**src/rtl/seqc_pkg.sv**
```systemverilog
package seqc_pkg;

    localparam int SEL_W = 2;

    typedef enum logic [3:0] {
        ST_FETCH,
        ST_DECODE,
        ST_ADDR,
        ST_LOAD,
        ST_LDWB,
        ST_STORE,
        ST_EXEC,
        ST_ALUWB,
        ST_BRANCH,
        ST_JUMP
    } state_e;

    typedef enum logic [2:0] {
        CL_LOAD,
        CL_STORE,
        CL_REG,
        CL_BRANCH,
        CL_JUMP,
        CL_OTHER
    } class_e;

    localparam logic [SEL_W-1:0] ALU_ADD  = 2'b00;
    localparam logic [SEL_W-1:0] ALU_SUB  = 2'b01;
    localparam logic [SEL_W-1:0] ALU_FUNC = 2'b10;

    localparam logic [SEL_W-1:0] B_REG   = 2'b00;
    localparam logic [SEL_W-1:0] B_FOUR  = 2'b01;
    localparam logic [SEL_W-1:0] B_IMM   = 2'b10;
    localparam logic [SEL_W-1:0] B_IMMSH = 2'b11;

    localparam logic [SEL_W-1:0] PC_ALU  = 2'b00;
    localparam logic [SEL_W-1:0] PC_AOUT = 2'b01;
    localparam logic [SEL_W-1:0] PC_JMP  = 2'b10;

    typedef struct packed {
        logic             pc_wr_cond;
        logic             pc_wr;
        logic             addr_from_alu;
        logic             mem_rd;
        logic             mem_wr;
        logic             wb_from_mem;
        logic             ir_wr;
        logic [SEL_W-1:0] pc_src;
        logic [SEL_W-1:0] alu_op;
        logic [SEL_W-1:0] alu_b_sel;
        logic             alu_a_sel;
        logic             reg_wr;
        logic             dst_from_rd;
    } ctrl_t;

endpackage

```
**src/rtl/seqc_opclass.sv**
```systemverilog
module seqc_opclass
    import seqc_pkg::*;
#(
    parameter int             OPC_W  = 6,
    parameter logic [OPC_W-1:0] OP_LOAD  = 6'b100011,
    parameter logic [OPC_W-1:0] OP_STORE = 6'b101011,
    parameter logic [OPC_W-1:0] OP_REG   = 6'b000000,
    parameter logic [OPC_W-1:0] OP_BEQ   = 6'b000100,
    parameter logic [OPC_W-1:0] OP_JUMP  = 6'b000010
) (
    input  logic [OPC_W-1:0] opcode,
    output class_e           op_class
);

    always_comb begin
        if (opcode == OP_LOAD)       op_class = CL_LOAD;
        else if (opcode == OP_STORE) op_class = CL_STORE;
        else if (opcode == OP_REG)   op_class = CL_REG;
        else if (opcode == OP_BEQ)   op_class = CL_BRANCH;
        else if (opcode == OP_JUMP)  op_class = CL_JUMP;
        else                         op_class = CL_OTHER;
    end

endmodule

```
**src/rtl/seqc_next.sv**
```systemverilog
module seqc_next
    import seqc_pkg::*;
(
    input  state_e state_q,
    input  class_e op_class,
    output state_e state_d
);

    always_comb begin
        state_d = ST_FETCH;
        unique case (state_q)
            ST_FETCH:  state_d = ST_DECODE;
            ST_DECODE: begin
                unique case (op_class)
                    CL_LOAD, CL_STORE: state_d = ST_ADDR;
                    CL_REG:            state_d = ST_EXEC;
                    CL_BRANCH:         state_d = ST_BRANCH;
                    CL_JUMP:           state_d = ST_JUMP;
                    default:           state_d = ST_FETCH;
                endcase
            end
            ST_ADDR:   state_d = (op_class == CL_STORE) ? ST_STORE : ST_LOAD;
            ST_LOAD:   state_d = ST_LDWB;
            ST_EXEC:   state_d = ST_ALUWB;
            ST_LDWB, ST_STORE, ST_ALUWB, ST_BRANCH, ST_JUMP:
                       state_d = ST_FETCH;
            default:   state_d = ST_FETCH;
        endcase
    end

endmodule

```
**src/rtl/seqc_encode.sv**
```systemverilog
module seqc_encode
    import seqc_pkg::*;
(
    input  state_e state,
    output ctrl_t  ctrl
);

    always_comb begin
        ctrl = '0;
        unique case (state)
            ST_FETCH: begin
                ctrl.mem_rd    = 1'b1;
                ctrl.ir_wr     = 1'b1;
                ctrl.pc_wr     = 1'b1;
                ctrl.alu_b_sel = B_FOUR;
                ctrl.alu_op    = ALU_ADD;
                ctrl.pc_src    = PC_ALU;
            end
            ST_DECODE: begin
                ctrl.alu_b_sel = B_IMMSH;
                ctrl.alu_op    = ALU_ADD;
            end
            ST_ADDR: begin
                ctrl.alu_a_sel = 1'b1;
                ctrl.alu_b_sel = B_IMM;
                ctrl.alu_op    = ALU_ADD;
            end
            ST_LOAD: begin
                ctrl.mem_rd        = 1'b1;
                ctrl.addr_from_alu = 1'b1;
            end
            ST_LDWB: begin
                ctrl.reg_wr      = 1'b1;
                ctrl.wb_from_mem = 1'b1;
            end
            ST_STORE: begin
                ctrl.mem_wr        = 1'b1;
                ctrl.addr_from_alu = 1'b1;
            end
            ST_EXEC: begin
                ctrl.alu_a_sel = 1'b1;
                ctrl.alu_b_sel = B_REG;
                ctrl.alu_op    = ALU_FUNC;
            end
            ST_ALUWB: begin
                ctrl.reg_wr      = 1'b1;
                ctrl.dst_from_rd = 1'b1;
            end
            ST_BRANCH: begin
                ctrl.alu_a_sel  = 1'b1;
                ctrl.alu_b_sel  = B_REG;
                ctrl.alu_op     = ALU_SUB;
                ctrl.pc_wr_cond = 1'b1;
                ctrl.pc_src     = PC_AOUT;
            end
            ST_JUMP: begin
                ctrl.pc_wr  = 1'b1;
                ctrl.pc_src = PC_JMP;
            end
            default: ctrl = '0;
        endcase
    end

endmodule

```
**src/rtl/seqc_top.sv**
```systemverilog
module seqc_top
    import seqc_pkg::*;
#(
    parameter int               OPC_W    = 6,
    parameter logic [OPC_W-1:0] OP_LOAD  = 6'b100011,
    parameter logic [OPC_W-1:0] OP_STORE = 6'b101011,
    parameter logic [OPC_W-1:0] OP_REG   = 6'b000000,
    parameter logic [OPC_W-1:0] OP_BEQ   = 6'b000100,
    parameter logic [OPC_W-1:0] OP_JUMP  = 6'b000010
) (
    input  logic             clk,
    input  logic             rst,
    input  logic [OPC_W-1:0] opcode,
    output logic             pc_wr_cond,
    output logic             pc_wr,
    output logic             addr_from_alu,
    output logic             mem_rd,
    output logic             mem_wr,
    output logic             wb_from_mem,
    output logic             ir_wr,
    output logic [SEL_W-1:0] pc_src,
    output logic [SEL_W-1:0] alu_op,
    output logic [SEL_W-1:0] alu_b_sel,
    output logic             alu_a_sel,
    output logic             reg_wr,
    output logic             dst_from_rd
);

    state_e state_q;
    state_e state_d;
    class_e op_class;
    ctrl_t  ctrl_d;
    ctrl_t  ctrl_q;
    ctrl_t  ctrl_fetch;

    seqc_opclass #(
        .OPC_W    (OPC_W),
        .OP_LOAD  (OP_LOAD),
        .OP_STORE (OP_STORE),
        .OP_REG   (OP_REG),
        .OP_BEQ   (OP_BEQ),
        .OP_JUMP  (OP_JUMP)
    ) u_class (
        .opcode   (opcode),
        .op_class (op_class)
    );

    seqc_next u_next (
        .state_q  (state_q),
        .op_class (op_class),
        .state_d  (state_d)
    );

    // Control word for the state being entered, registered below.
    seqc_encode u_enc (
        .state (state_d),
        .ctrl  (ctrl_d)
    );

    seqc_encode u_enc_rst (
        .state (ST_FETCH),
        .ctrl  (ctrl_fetch)
    );

    always_ff @(posedge clk) begin
        if (rst) state_q <= ST_FETCH;
        else     state_q <= state_d;
    end

    always_ff @(posedge clk) begin
        if (rst) ctrl_q <= ctrl_fetch;
        else     ctrl_q <= ctrl_d;
    end

    assign pc_wr_cond    = ctrl_q.pc_wr_cond;
    assign pc_wr         = ctrl_q.pc_wr;
    assign addr_from_alu = ctrl_q.addr_from_alu;
    assign mem_rd        = ctrl_q.mem_rd;
    assign mem_wr        = ctrl_q.mem_wr;
    assign wb_from_mem   = ctrl_q.wb_from_mem;
    assign ir_wr         = ctrl_q.ir_wr;
    assign pc_src        = ctrl_q.pc_src;
    assign alu_op        = ctrl_q.alu_op;
    assign alu_b_sel     = ctrl_q.alu_b_sel;
    assign alu_a_sel     = ctrl_q.alu_a_sel;
    assign reg_wr        = ctrl_q.reg_wr;
    assign dst_from_rd   = ctrl_q.dst_from_rd;

endmodule

```
**config.mk**
```make
export PLATFORM = sky130hd
export DESIGN_NAME = seqc_top
export DESIGN_NICKNAME = d
export VERILOG_FILES = /design/src/rtl/seqc_pkg.sv /design/src/rtl/seqc_opclass.sv /design/src/rtl/seqc_next.sv /design/src/rtl/seqc_encode.sv /design/src/rtl/seqc_top.sv
export SDC_FILE = /design/constraint.sdc
export NUM_CORES = 1
export LEC_CHECK = 0
export BUFFER_PORTS_ARGS = -buffer_cell sky130_fd_sc_hd__buf_2
export CORE_MARGIN = 5
export CORE_UTILIZATION = 49
export DETAILED_ROUTE_END_ITERATION = 10
export GPL_ROUTABILITY_DRIVEN = 0
export PLACE_DENSITY = 0.72
export SYNTH_ARGS = -nofsm -noshare
export SYNTH_HDL_FRONTEND = slang
export SYNTH_HIERARCHICAL = 1
export SYNTH_SLANG_ARGS = --single-unit
```
**constraint.sdc**
```tcl
create_clock -name clk -period 3.1 [get_ports clk]
set_input_delay 0 -clock clk [delete_from_list [all_inputs] [get_ports clk]]
set_output_delay 0 -clock clk [all_outputs]
set_load 0.02 [all_outputs]
```
==> run_results.csv <==
group,metric,value,unit
timing,final_max_slew_viol_count,0,
yosys,ys_ff_latch,20,
routing,via_per_inst,5.39,
clock_network,clockRootBuffer,"clkbuf_4",
setup_path,max_stage_delay,0.70,ns
timing,timing.final.crit_share,0.723,
global_route,grt_max_degree,21,
yosys,netlist_area,1290,sq um
setup_path,critPathTopFamily,"simple AND/OR/NAND/NOR gates",
clock_network,ctsLongestPathBuffers,2,
min_path,hold_path_class,"in -> reg",
timing,tightest_slew,0.834,ns
setup_path,critPathLaunchType,"input port",
pwr,power_density,360,nW/um^2
routing,drc,0,
setup_path,crit_chain,"buf_2 > nor2_1 > nor4b_1 > nor4_1 > a21o_2 > a221oi_2 > buf_4 > nor4b_2 > or2_2 > mux2_4",
yosys,syn_avg_cell_area,10.7,sq um
global_route,grt_pass1_wl,4080,um
routing,vias,1003,
timing,fin_worst_skew,0.00478,ns
timing,max_freq,0.446,GHz
die,initial_utilization,0.517,
pwr,p_leak,0.678,nW
setup_path,crit_fanout,15,
die,coreArea,2500,sq um
routing,first_pass_iters,4,
job,cap_violations,0,
pwr,max-vdd-ir-drop,0.222,mV
clock_network,cts_setup_buffers,0,
pwr,power,0.536,mW
clock_network,cts_tree,"done",
timing,hold_viol,0,
finish,area_delta_synth_final,15.0,%
clock_network,holdBufCountCts,0,
yosys,async_flop_share,0,
timing,setup_violations,0,
clock_network,cts.clk_slew.worst_paths,0.11,ns
die,dieHeight,61.4,um
setup_path,end_kind,"flop",
timing,max_slew_margin,0.436,
die,row_count,18,
global_route,antenna_found_initial,0,
yosys,ys_types,37,
placed_design,preCtsSetupSlack,0.545,ns
finish,fin_cells,186,
clock_network,cts_sinks,20,
setup_path,slowest_stage,"nor4b_1",
clock_network,htreeDepth,1,
routing,wl_per_cell,13.1,um
timing,layout_setup_ws,0.860,ns
placed_design,hpwlAfterDp,1740,um
finish,layout-drive-gt1-share,0.404,
die,die_w,61.4,um
global_route,grt_remaining_overflow,0,
finish,nNetsFinal,165,
setup_path,critical_path_buf_inv_count,2,
global_route,track_usage,0.143,
timing,period_needed,2.24,ns
timing,rsz0062_at_grt,"no",
clock_network,ctsResizeCount,0,
global_route,grt_pass1_vias,930,
yosys,yosysWarningCount,6,
placed_design,dp_cells,182,
yosys,yosysSeqAreaShare,0.310,
placed_design,io_buffers,23,
setup_path,critPathKind,"in -> reg",
routing,drtIter0Drc,33,
routing,antenna_left,0,
setup_path,cp_data_required_time,3.30,ns
die,die_area,3770,sq um
yosys,synth_edf_count,0,
outcome,status,"finished clean",
setup_path,arrival,2.44,ns
die,io_pins,24,
yosys,syn_inst,121,
routing,routed_wl,2440,um
clock_network,clock_latency,0.30,ns
timing,setup-tns-final,0,ns
clock_network,cts_made_buffers,3,
finish,diodes,0,
yosys,synth-main-ff-cell,"dfxtp_1",
==> path summary, 6_finish.rpt <==
check,from,end,slack [ns],depth (start not counted)
worst min-delay path,rst,state_q[2],0.18,2
worst min register to register,state_q[1],state_q[3],0.83,3
worst max register to register,state_q[0],alu_a_sel,0.91,7
worst max-delay path,opcode[0],alu_a_sel,0.86,10
==> cell type report <==
cell class              count  area, sq um
fillers                   208         1010
multi-input cells         104          863
flip-flops and latches     20          400
repair buffers             27          145
well taps                  30         37.5
clock buffers               4         36.3
inverters                   1         3.75
==> worst register-to-register path, delay by kind of cell (launching register included) <==
kind | cells | cell delay, ns
AO/OA/AOI/OAI | 1 | 0.25
buffers and inverters | 1 | 0.24
flip-flops | 1 | 0.51
multiplexers | 1 | 0.26
AND/OR/NAND/NOR | 4 | 0.84
==> metal layers <==
layer,up-vias,share of wire,routed length (um),track usage
li1,497,-,-,-
met1,466,0.45,1110,0.188
met2,36,0.46,1130,0.231
met3,4,0.072,175,0.0231
met4,0,0.010,25,0.0667
met5,-,0,0,0
==> synth_stat cells, drive strengths merged, types with 3 or more instances <==
| cell type | count | area (sq um) |
|---|---|---|
| xnor2 | 3 | 26.3 |
| dfxtp | 20 | 400 |
| nor4b | 7 | 73.8 |
| xor2 | 4 | 35.0 |
| nor3b | 10 | 95.1 |
| buf | 11 | 87.6 |
| nor3 | 9 | 45.0 |
| mux2 | 16 | 240 |
| nor4 | 4 | 25.0 |
| nor2b | 4 | 25.0 |
| nand2b | 3 | 21.3 |
| and4bb | 3 | 37.5 |
| nor2 | 5 | 18.8 |
==> flip-flops by register name, summed over array words and instances, names as in the netlist, 2 cells and up <==
name and flops:
alu_op 2, state_q 4, pc_src 2, alu_b_sel 2
==> placed cells by master (no fill, tap or decap), types with 2 or more instances in the layout <==
cell       n
clkbuf_4   3
conb_1    16
dfxtp_1   20
nor2b_1    4
nor4_1     3
nor3_1     9
and4b_1    2
or3_1      2
buf_4      4
and4bb_2   3
nand2b_1   2
or2_2      2
nor4b_2    2
nor3b_1    6
xnor2_1    3
nor3b_2    4
nor2_1     5
mux2_4    16
buf_2     23
nor4b_1    5
xor2_1     4
==> power by group <==
group          leakage (nW)  switching (mW)  total, mW  internal [mW]
Clock                0.0210          0.0823      0.154         0.0716
Sequential            0.164         0.00481      0.273          0.269
Combinational         0.493          0.0595      0.109         0.0491
Total                 0.678           0.147      0.536          0.389
==> cells by family after synthesis <==
logic type,count (synthesis),synth area share
xor+xnor,7,0.0474
buf+inv,12,0.0707
other cells,1,0.00290
simple gates,57,0.334
flops,20,0.310
mux,16,0.186
compound gates,8,0.0494
==> metrics by stage <==
step           instance area [sq um]  utilization  hold slack, ns
5_1_grt                         1490        0.595           0.199
6_report                        1490        0.595           0.182
2_1_floorplan                   1350            -           0.224
3_3_place_gp                    1450        0.580           0.416
4_1_cts                         1490        0.595           0.177
3_5_place_dp                    1450        0.580           0.416
Power figures use the tool's default switching activity.
